### src/rtl/nand_seq_pkg.sv
// Package: shared encodings for the NAND cycle sequencer.
// Holds the request opcodes, the sequencer states and the index of every
// timing field in the packed length array passed between modules.
package nand_seq_pkg;

    localparam int NF         = 12;
    localparam int F_CS_LE    = 0;
    localparam int F_LE_DAT   = 1;
    localparam int F_DAT_WE   = 2;
    localparam int F_WE_PW    = 3;
    localparam int F_DAT_HOLD = 4;
    localparam int F_LE_HOLD  = 5;
    localparam int F_CS_HOLD  = 6;
    localparam int F_WR_CYC   = 7;
    localparam int F_CS_OE    = 8;
    localparam int F_OE_PW    = 9;
    localparam int F_RD_CYC   = 10;
    localparam int F_ACC      = 11;

    typedef enum logic [1:0] {
        OP_CMD   = 2'd0,
        OP_ADDR  = 2'd1,
        OP_WDATA = 2'd2,
        OP_READ  = 2'd3
    } nand_op_e;

    typedef enum logic [3:0] {
        ST_IDLE = 4'd0,
        ST_W_CS = 4'd1,
        ST_W_LE = 4'd2,
        ST_W_DAT = 4'd3,
        ST_W_WE = 4'd4,
        ST_W_HD = 4'd5,
        ST_W_HL = 4'd6,
        ST_W_HC = 4'd7,
        ST_R_CS = 4'd8,
        ST_R_OE = 4'd9,
        ST_R_HC = 4'd10,
        ST_REC  = 4'd11
    } seq_state_e;

endpackage

### src/rtl/nand_len_scale.sv
// Module: nand_len_scale
// Turns one raw timing field into a span length in clock cycles:
// max(1, field * (gran + 1)). Purely combinational.
// Assumes LW >= TW + GW so the product cannot overflow.
module nand_len_scale #(
    parameter int TW = 4,
    parameter int GW = 1,
    parameter int LW = TW + GW
) (
    input  logic [TW-1:0] field,
    input  logic [GW-1:0] gran,
    output logic [LW-1:0] len
);

    logic [LW-1:0] mult;

    // Scale the field; a zero field still gives one cycle.
    always_comb begin
        mult = LW'(gran) + LW'(1);
        if (field == '0) begin
            len = LW'(1);
        end else begin
            len = LW'(field) * mult;
        end
    end

endmodule

### src/rtl/nand_seq_fsm.sv
// Module: nand_seq_fsm
// Walks the phases of one bus cycle, counts cycles inside each phase and
// across the whole bus cycle, and registers every bus control output from
// the next-state decode so all strobes leave flops together.
// Assumes lens[] holds scaled lengths of at least 1 and is held stable
// while a bus cycle runs.
module nand_seq_fsm
    import nand_seq_pkg::*;
#(
    parameter int LW = 5,
    parameter int CW = LW + 3
) (
    input  logic                   clk,
    input  logic                   rst_n,
    input  logic                   req_valid,
    input  logic [1:0]             req_op,
    input  logic [NF-1:0][LW-1:0]  lens,
    output seq_state_e             state_q,
    output logic [CW-1:0]          cyc_q,
    output logic                   rd_q,
    output logic                   req_ready,
    output logic                   done,
    output logic                   cs_n,
    output logic                   cle,
    output logic                   ale,
    output logic                   we_n,
    output logic                   oe_n,
    output logic                   dq_oe
);

    seq_state_e    ns;
    nand_op_e      op_q, op_d;
    logic [LW-1:0] pc_q, pc_d;
    logic [CW-1:0] cyc_d;
    logic [LW-1:0] phase_len;
    logic [LW-1:0] cyc_len;
    logic          last;
    logic          cyc_ok;
    logic          cs_d, le_d, we_d, oe_d, dqoe_d;

    assign rd_q      = (op_q == OP_READ);
    assign req_ready = (state_q == ST_IDLE);

    // Length of the phase currently being timed.
    always_comb begin
        case (state_q)
            ST_W_CS:  phase_len = lens[F_CS_LE];
            ST_W_LE:  phase_len = lens[F_LE_DAT];
            ST_W_DAT: phase_len = lens[F_DAT_WE];
            ST_W_WE:  phase_len = lens[F_WE_PW];
            ST_W_HD:  phase_len = lens[F_DAT_HOLD];
            ST_W_HL:  phase_len = lens[F_LE_HOLD];
            ST_W_HC:  phase_len = lens[F_CS_HOLD];
            ST_R_CS:  phase_len = lens[F_CS_OE];
            ST_R_OE:  phase_len = lens[F_OE_PW];
            ST_R_HC:  phase_len = lens[F_CS_HOLD];
            default:  phase_len = LW'(1);
        endcase
    end

    // End-of-phase and end-of-cycle conditions.
    always_comb begin
        last    = (pc_q == phase_len - LW'(1));
        cyc_len = rd_q ? lens[F_RD_CYC] : lens[F_WR_CYC];
        cyc_ok  = (cyc_q >= CW'(cyc_len)) &&
                  (!rd_q || (cyc_q >= CW'(lens[F_ACC])));
    end

    // Next state, phase counter, cycle counter and latched opcode.
    always_comb begin
        ns    = state_q;
        pc_d  = pc_q;
        cyc_d = cyc_q;
        op_d  = op_q;
        case (state_q)
            ST_IDLE: begin
                if (req_valid) begin
                    op_d  = nand_op_e'(req_op);
                    ns    = (nand_op_e'(req_op) == OP_READ) ? ST_R_CS : ST_W_CS;
                    pc_d  = '0;
                    cyc_d = CW'(1);
                end
            end
            ST_REC: begin
                cyc_d = cyc_q + CW'(1);
                if (cyc_ok) begin
                    ns = ST_IDLE;
                end
            end
            default: begin
                cyc_d = cyc_q + CW'(1);
                if (last) begin
                    pc_d = '0;
                    case (state_q)
                        ST_W_CS:  ns = ST_W_LE;
                        ST_W_LE:  ns = ST_W_DAT;
                        ST_W_DAT: ns = ST_W_WE;
                        ST_W_WE:  ns = ST_W_HD;
                        ST_W_HD:  ns = ST_W_HL;
                        ST_W_HL:  ns = ST_W_HC;
                        ST_R_CS:  ns = ST_R_OE;
                        ST_R_OE:  ns = ST_R_HC;
                        default:  ns = cyc_ok ? ST_IDLE : ST_REC;
                    endcase
                end else begin
                    pc_d = pc_q + LW'(1);
                end
            end
        endcase
    end

    // Decode of the strobes that the next state asks for.
    always_comb begin
        cs_d   = (ns inside {[ST_W_CS:ST_W_HC], [ST_R_CS:ST_R_HC]});
        le_d   = (ns inside {[ST_W_LE:ST_W_HL]});
        we_d   = (ns == ST_W_WE);
        oe_d   = (ns == ST_R_OE);
        dqoe_d = (ns inside {[ST_W_DAT:ST_W_HD]});
    end

    // Sequencer state and counters.
    always_ff @(posedge clk) begin
        if (!rst_n) begin
            state_q <= ST_IDLE;
            pc_q    <= '0;
            cyc_q   <= '0;
            op_q    <= OP_CMD;
        end else begin
            state_q <= ns;
            pc_q    <= pc_d;
            cyc_q   <= cyc_d;
            op_q    <= op_d;
        end
    end

    // Registered bus strobes and done pulse.
    always_ff @(posedge clk) begin
        if (!rst_n) begin
            cs_n  <= 1'b1;
            cle   <= 1'b0;
            ale   <= 1'b0;
            we_n  <= 1'b1;
            oe_n  <= 1'b1;
            dq_oe <= 1'b0;
            done  <= 1'b0;
        end else begin
            cs_n  <= !cs_d;
            cle   <= le_d && (op_d == OP_CMD);
            ale   <= le_d && (op_d == OP_ADDR);
            we_n  <= !we_d;
            oe_n  <= !oe_d;
            dq_oe <= dqoe_d;
            done  <= (state_q != ST_IDLE) && (ns == ST_IDLE);
        end
    end

endmodule

### src/rtl/nand_data_path.sv
// Module: nand_data_path
// Latches the write word when a request is accepted and captures the
// flash data bus at the edge that closes bus cycle J of a read.
// Assumes cyc_q counts 1 in the first chip-select cycle.
module nand_data_path #(
    parameter int DW = 16,
    parameter int LW = 5,
    parameter int CW = LW + 3
) (
    input  logic          clk,
    input  logic          rst_n,
    input  logic          accept,
    input  logic [DW-1:0] wdata,
    input  logic          active,
    input  logic          rd,
    input  logic [CW-1:0] cyc_q,
    input  logic [LW-1:0] acc_len,
    input  logic [DW-1:0] dq_in,
    output logic [DW-1:0] dq_out,
    output logic [DW-1:0] rd_data
);

    logic cap_en;

    assign cap_en = active && rd && (cyc_q == CW'(acc_len));

    // Hold the outgoing word for the whole write cycle.
    always_ff @(posedge clk) begin
        if (!rst_n) begin
            dq_out <= '0;
        end else if (accept) begin
            dq_out <= wdata;
        end
    end

    // Sample the bus once the access time has elapsed.
    always_ff @(posedge clk) begin
        if (!rst_n) begin
            rd_data <= '0;
        end else if (cap_en) begin
            rd_data <= dq_in;
        end
    end

endmodule

### src/rtl/nand_cycle_seq.sv
// Module: nand_cycle_seq (top)
// Asynchronous NAND bus cycle sequencer. Scales every raw timing field by
// the granularity, runs the phase FSM and the data path.
// Assumes the cfg_* inputs are static while a bus cycle is in progress.
module nand_cycle_seq
    import nand_seq_pkg::*;
#(
    parameter int DW = 16,
    parameter int TW = 4,
    parameter int GW = 1
) (
    input  logic          clk,
    input  logic          rst_n,
    input  logic          req_valid,
    input  logic [1:0]    req_op,
    input  logic [DW-1:0] req_wdata,
    output logic          req_ready,
    output logic          done,
    output logic [DW-1:0] rd_data,
    input  logic [GW-1:0] cfg_gran,
    input  logic [TW-1:0] cfg_cs_le,
    input  logic [TW-1:0] cfg_le_dat,
    input  logic [TW-1:0] cfg_dat_we,
    input  logic [TW-1:0] cfg_we_pw,
    input  logic [TW-1:0] cfg_dat_hold,
    input  logic [TW-1:0] cfg_le_hold,
    input  logic [TW-1:0] cfg_cs_hold,
    input  logic [TW-1:0] cfg_wr_cyc,
    input  logic [TW-1:0] cfg_cs_oe,
    input  logic [TW-1:0] cfg_oe_pw,
    input  logic [TW-1:0] cfg_rd_cyc,
    input  logic [TW-1:0] cfg_acc,
    output logic          nand_cs_n,
    output logic          nand_cle,
    output logic          nand_ale,
    output logic          nand_we_n,
    output logic          nand_oe_n,
    output logic [DW-1:0] nand_dq_out,
    output logic          nand_dq_oe,
    input  logic [DW-1:0] nand_dq_in
);

    localparam int LW = TW + GW;
    localparam int CW = LW + 3;

    logic [NF-1:0][TW-1:0] fields;
    logic [NF-1:0][LW-1:0] lens;
    seq_state_e            state_q;
    logic [CW-1:0]         cyc_q;
    logic                  rd_q;

    assign fields[F_CS_LE]    = cfg_cs_le;
    assign fields[F_LE_DAT]   = cfg_le_dat;
    assign fields[F_DAT_WE]   = cfg_dat_we;
    assign fields[F_WE_PW]    = cfg_we_pw;
    assign fields[F_DAT_HOLD] = cfg_dat_hold;
    assign fields[F_LE_HOLD]  = cfg_le_hold;
    assign fields[F_CS_HOLD]  = cfg_cs_hold;
    assign fields[F_WR_CYC]   = cfg_wr_cyc;
    assign fields[F_CS_OE]    = cfg_cs_oe;
    assign fields[F_OE_PW]    = cfg_oe_pw;
    assign fields[F_RD_CYC]   = cfg_rd_cyc;
    assign fields[F_ACC]      = cfg_acc;

    // One scaler per timing field.
    for (genvar gi = 0; gi < NF; gi++) begin : g_scale
        nand_len_scale #(.TW(TW), .GW(GW), .LW(LW)) i_scale (
            .field (fields[gi]),
            .gran  (cfg_gran),
            .len   (lens[gi])
        );
    end

    nand_seq_fsm #(.LW(LW), .CW(CW)) i_fsm (
        .clk       (clk),
        .rst_n     (rst_n),
        .req_valid (req_valid),
        .req_op    (req_op),
        .lens      (lens),
        .state_q   (state_q),
        .cyc_q     (cyc_q),
        .rd_q      (rd_q),
        .req_ready (req_ready),
        .done      (done),
        .cs_n      (nand_cs_n),
        .cle       (nand_cle),
        .ale       (nand_ale),
        .we_n      (nand_we_n),
        .oe_n      (nand_oe_n),
        .dq_oe     (nand_dq_oe)
    );

    nand_data_path #(.DW(DW), .LW(LW), .CW(CW)) i_dp (
        .clk     (clk),
        .rst_n   (rst_n),
        .accept  (req_ready && req_valid),
        .wdata   (req_wdata),
        .active  (state_q != ST_IDLE),
        .rd      (rd_q),
        .cyc_q   (cyc_q),
        .acc_len (lens[F_ACC]),
        .dq_in   (nand_dq_in),
        .dq_out  (nand_dq_out),
        .rd_data (rd_data)
    );

endmodule

### config.mk
export PLATFORM = sky130hd
export DESIGN_NAME = nand_cycle_seq
export DESIGN_NICKNAME = d
export VERILOG_FILES = /design/src/rtl/nand_seq_pkg.sv /design/src/rtl/nand_len_scale.sv /design/src/rtl/nand_seq_fsm.sv /design/src/rtl/nand_data_path.sv /design/src/rtl/nand_cycle_seq.sv
export SDC_FILE = /design/constraint.sdc
export NUM_CORES = 1
export LEC_CHECK = 0
export ABC_CLOCK_PERIOD_IN_PS = 12650
export BUFFER_PORTS_ARGS = -buffer_cell sky130_fd_sc_hd__buf_2
export CAP_MARGIN = 25
export CORE_MARGIN = 1.5
export CORE_UTILIZATION = 54
export CTS_CLUSTER_SIZE = 12
export DETAILED_ROUTE_END_ITERATION = 12
export PLACE_DENSITY = 0.84
export REMOVE_ABC_BUFFERS = 1
export SYNTH_ARGS = -nofsm -noshare
export SYNTH_HDL_FRONTEND = slang
export SYNTH_SLANG_ARGS = --single-unit
export TNS_END_PERCENT = 20
### constraint.sdc
create_clock -name clk -period 12.65 [get_ports clk]
set_clock_uncertainty 0.1 [all_clocks]
set_input_delay 1.265 -clock clk [delete_from_list [all_inputs] [get_ports clk]]
set_output_delay 1.265 -clock clk [all_outputs]
set_load 0.05 [all_outputs]
==> reports/results.txt <==
status: complete, no violations
clock-pin slew on the worst setup and hold paths: 60 ps
count of max-cap constraint violations: 0
clock net sink count: 58
Inserted Diodes: 0
commonest cells after routing, fill and taps aside: 125 x buf_2, 84 x nand2_1, 58 x dfxtp_1
GRT overflow: 0
setup TNS: 0 ps
largest net degree at the start of global routing: 51
synthesized flop and latch total: 58
sequential area share after synthesis: 29.6%
final hold vios: 0
TritonCTS buffer count: 9
post-place instance area: 4530 µm²
GP Congestion: 0.933
Synth Instances: 499
Worst Tran Pin Value: 1030 ps
Port Buffer Count: 125
root buffer cell: clkbuf_8
WHS: 345 ps
initial antenna violation count: 0
arrival time worst endpoint: 5990 ps
Synth Area in Adders: 4.46%
mapped cell area: 3930 µm²
global-route wire length before repair: 17300 µm
Final Slew Violations: 0
DRC Markers: 0
placement row count: 30
commonest non-fill, non-tap cell in the layout: buf_2
R2R Setup Slk: 7810 ps
Tcrit/Tclk final: 46.4%
largest family of logic cells by synthesized area: simple AND/OR/NAND/NOR gates
CORE AREA: 6910 µm²
WL met1: 4290 µm
drt first pass iters: 4
Die Height: 88.3 µm
clk_lat worst skew: 340 ps
post-synthesis mux area share: 11.9%
metal2 WL: 5420 µm
layout cells sized above 1: 26.8%
Max Clk Rate: 170 MHz
die area: 7800 µm²
simple-gate share of the synthesized area: 27.9%
Initial Util: 56.9%
DR vias: 4154
Main synth FF type: dfxtp_1
RSZ-0062 raised after global routing: false
worst relative slew slack: 31.5%
post-synth cell types: 71
Die Wd: 88.3 µm
Top Ports: 126
CTS tree: yes
Syn. warnings: 0
worst r2r src: i_fsm.state_q[3]
area grow syn2layout: 20.3%
number of global-route vias before repair: 3926
R2R cell count: 14
CP startpoint: cfg_gran
Synth Area in XOR/XNOR: 1.34%
Tmin final: 5870 ps
Post-synth EDFFs: 0
wire per inst: 15.1 µm
all-layer global routing usage: 28.1%
PostCTS Resize Cnt: 0
ANT nets after route: 0
Hold Crit Start: i_dp.rd_data[3]
Worst Path Max Fanout: 42
DRT Wirelength: 10600 µm
design area: 4730 µm²
hold path depth: 2
worst hold endpoint: i_dp.rd_data[3]
Critical Path RT: 12770 ps
CTS H-tree lvls: 3
Lkg Pwr: 2.06 nW
syn_area_per_cell: 7.87 µm²
min-delay worst type: flop to flop
max layer used: met4
hold buffer count at cts: 0
# setup viols final: 0
worst vdd ir: 124 µV
met3 WL: 673 µm
CTS max path bufs: 2
CP Launch Type: primary input
via/cell ratio: 5.88
Compound-Gate Fraction of Synth Area: 19.9%
dpl hpwl: 7810 µm
FF-to-FF End: i_fsm.cs_n
placed cell count: 691
WS Path Type: primary input to flop
Final nets: 706
power per cell area: 174 nW/µm²
Setup Buffers After CTS: 0
Non-Filler Instances: 707
DR iter-0 viols: 358
Crit. End Element: flop
Total Power: 821 µW
FFs w/ async S/R, synth: 0%
==> report_power, final <==
group / total, mW / internal, mW / switching (mW)
Sequential: 0.239 / 0.206 / 0.0332
Combinational: 0.417 / 0.151 / 0.266
Clock: 0.165 / 0.0903 / 0.0749
Total: 0.821 / 0.448 / 0.374
==> cells in the mapped netlist, types with 2 or more instances <==
library cell,n,area share (%)
and3_1,3,0.48
a221oi_1,3,0.67
a21oi_1,53,6.8
nor3_2,2,0.51
mux2_2,6,1.7
nand4_1,2,0.32
o22ai_1,14,2.2
or4_1,2,0.38
buf_2,5,0.64
o21a_1,5,0.96
nor4_1,12,1.9
ha_1,14,4.5
nand2_1,84,8.0
nand3b_1,3,0.57
or3_1,5,0.80
nor2b_1,7,1.1
xnor2_1,4,0.89
o21ai_0,15,1.9
o211ai_1,2,0.38
nor4b_1,2,0.45
o32ai_1,3,0.67
a211oi_1,4,0.76
o221ai_1,2,0.45
or4b_2,3,0.76
and2_1,3,0.48
nand2b_1,6,0.96
or4bb_1,3,0.86
buf_6,4,1.1
nor3b_1,5,0.96
a32oi_1,2,0.45
inv_1,9,0.86
clkbuf_1,18,1.7
dfxtp_1,58,30
nor2_1,34,3.2
nor3_1,13,1.7
buf_1,3,0.29
o31ai_1,3,0.57
nand3_1,12,1.5
a21o_1,3,0.57
mux2i_1,35,8.9
xor2_1,2,0.45
and4b_1,2,0.51
==> state kept, by name, indices dropped and copies added (netlist names) <==
register / cells
i_fsm.cle: 1
i_fsm.we_n: 1
i_fsm.pc_q: 5
i_fsm.cs_n: 1
i_fsm.cyc_q: 8
i_fsm.done: 1
i_fsm.state_q: 4
i_dp.dq_out: 16
i_fsm.ale: 1
i_fsm.dq_oe: 1
i_fsm.op_q: 2
i_dp.rd_data: 16
i_fsm.oe_n: 1
==> stage by stage <==
step	util [%]	setup WS, ps
CTS	68.4	6840
global placement	65.6	6770
floorplan	-	7940
global route	68.4	6310
detailed placement	65.6	6490
finish	68.4	6780
==> logic make-up (layout without fill, tap and decap cells) <==
kind of cell	Yosys count	after routing
other cells	1	1
fa+ha+maj	14	14
flops	58	58
xor+xnor	6	6
mux	44	44
compound gates	124	124
buf+inv	40	152
simple gates	212	212
==> routing by layer <==
layer  track usage, %  vias to the layer above
li1                 -                     2044
met1             33.8                     1916
met2             48.6                      169
met3             7.00                       25
met4             10.1                        0
met5                0                        -
==> layout make-up <==
cell class,instances,area (µm²)
multi-input combinational,401,2580
fill,610,2180
sequential,58,1160
timing repair buffer,127,641
clock buffer,9,124
tap,96,120
clock inverter,7,70.1
inverter,9,33.8
==> worst max-delay path by stage <==
stage | endpoint | slack, ps | depth (start not counted)
5_1_grt | i_fsm.cle | 6310 | 15
2_1_floorplan | i_fsm.we_n | 7940 | 14
4_1_cts | i_fsm.we_n | 6840 | 15
6_report | i_fsm.cs_n | 6780 | 15
3_5_place_dp | i_fsm.we_n | 6490 | 15
3_3_place_gp | i_fsm.we_n | 6770 | 15
==> critical path: stages <==
cell and delay (ps):
buf_2 760, inv_1 350, a221oi_1 360, o22ai_1 140, nor4_1 610, ha_1 300, xnor2_1 150, nor3b_1 250
nand2_1 90, a221oi_1 310, nor3_2 130, or3_1 480, o22ai_1 250, o21ai_0 150, a221o_1 380
Power figures use the tool's default switching activity.
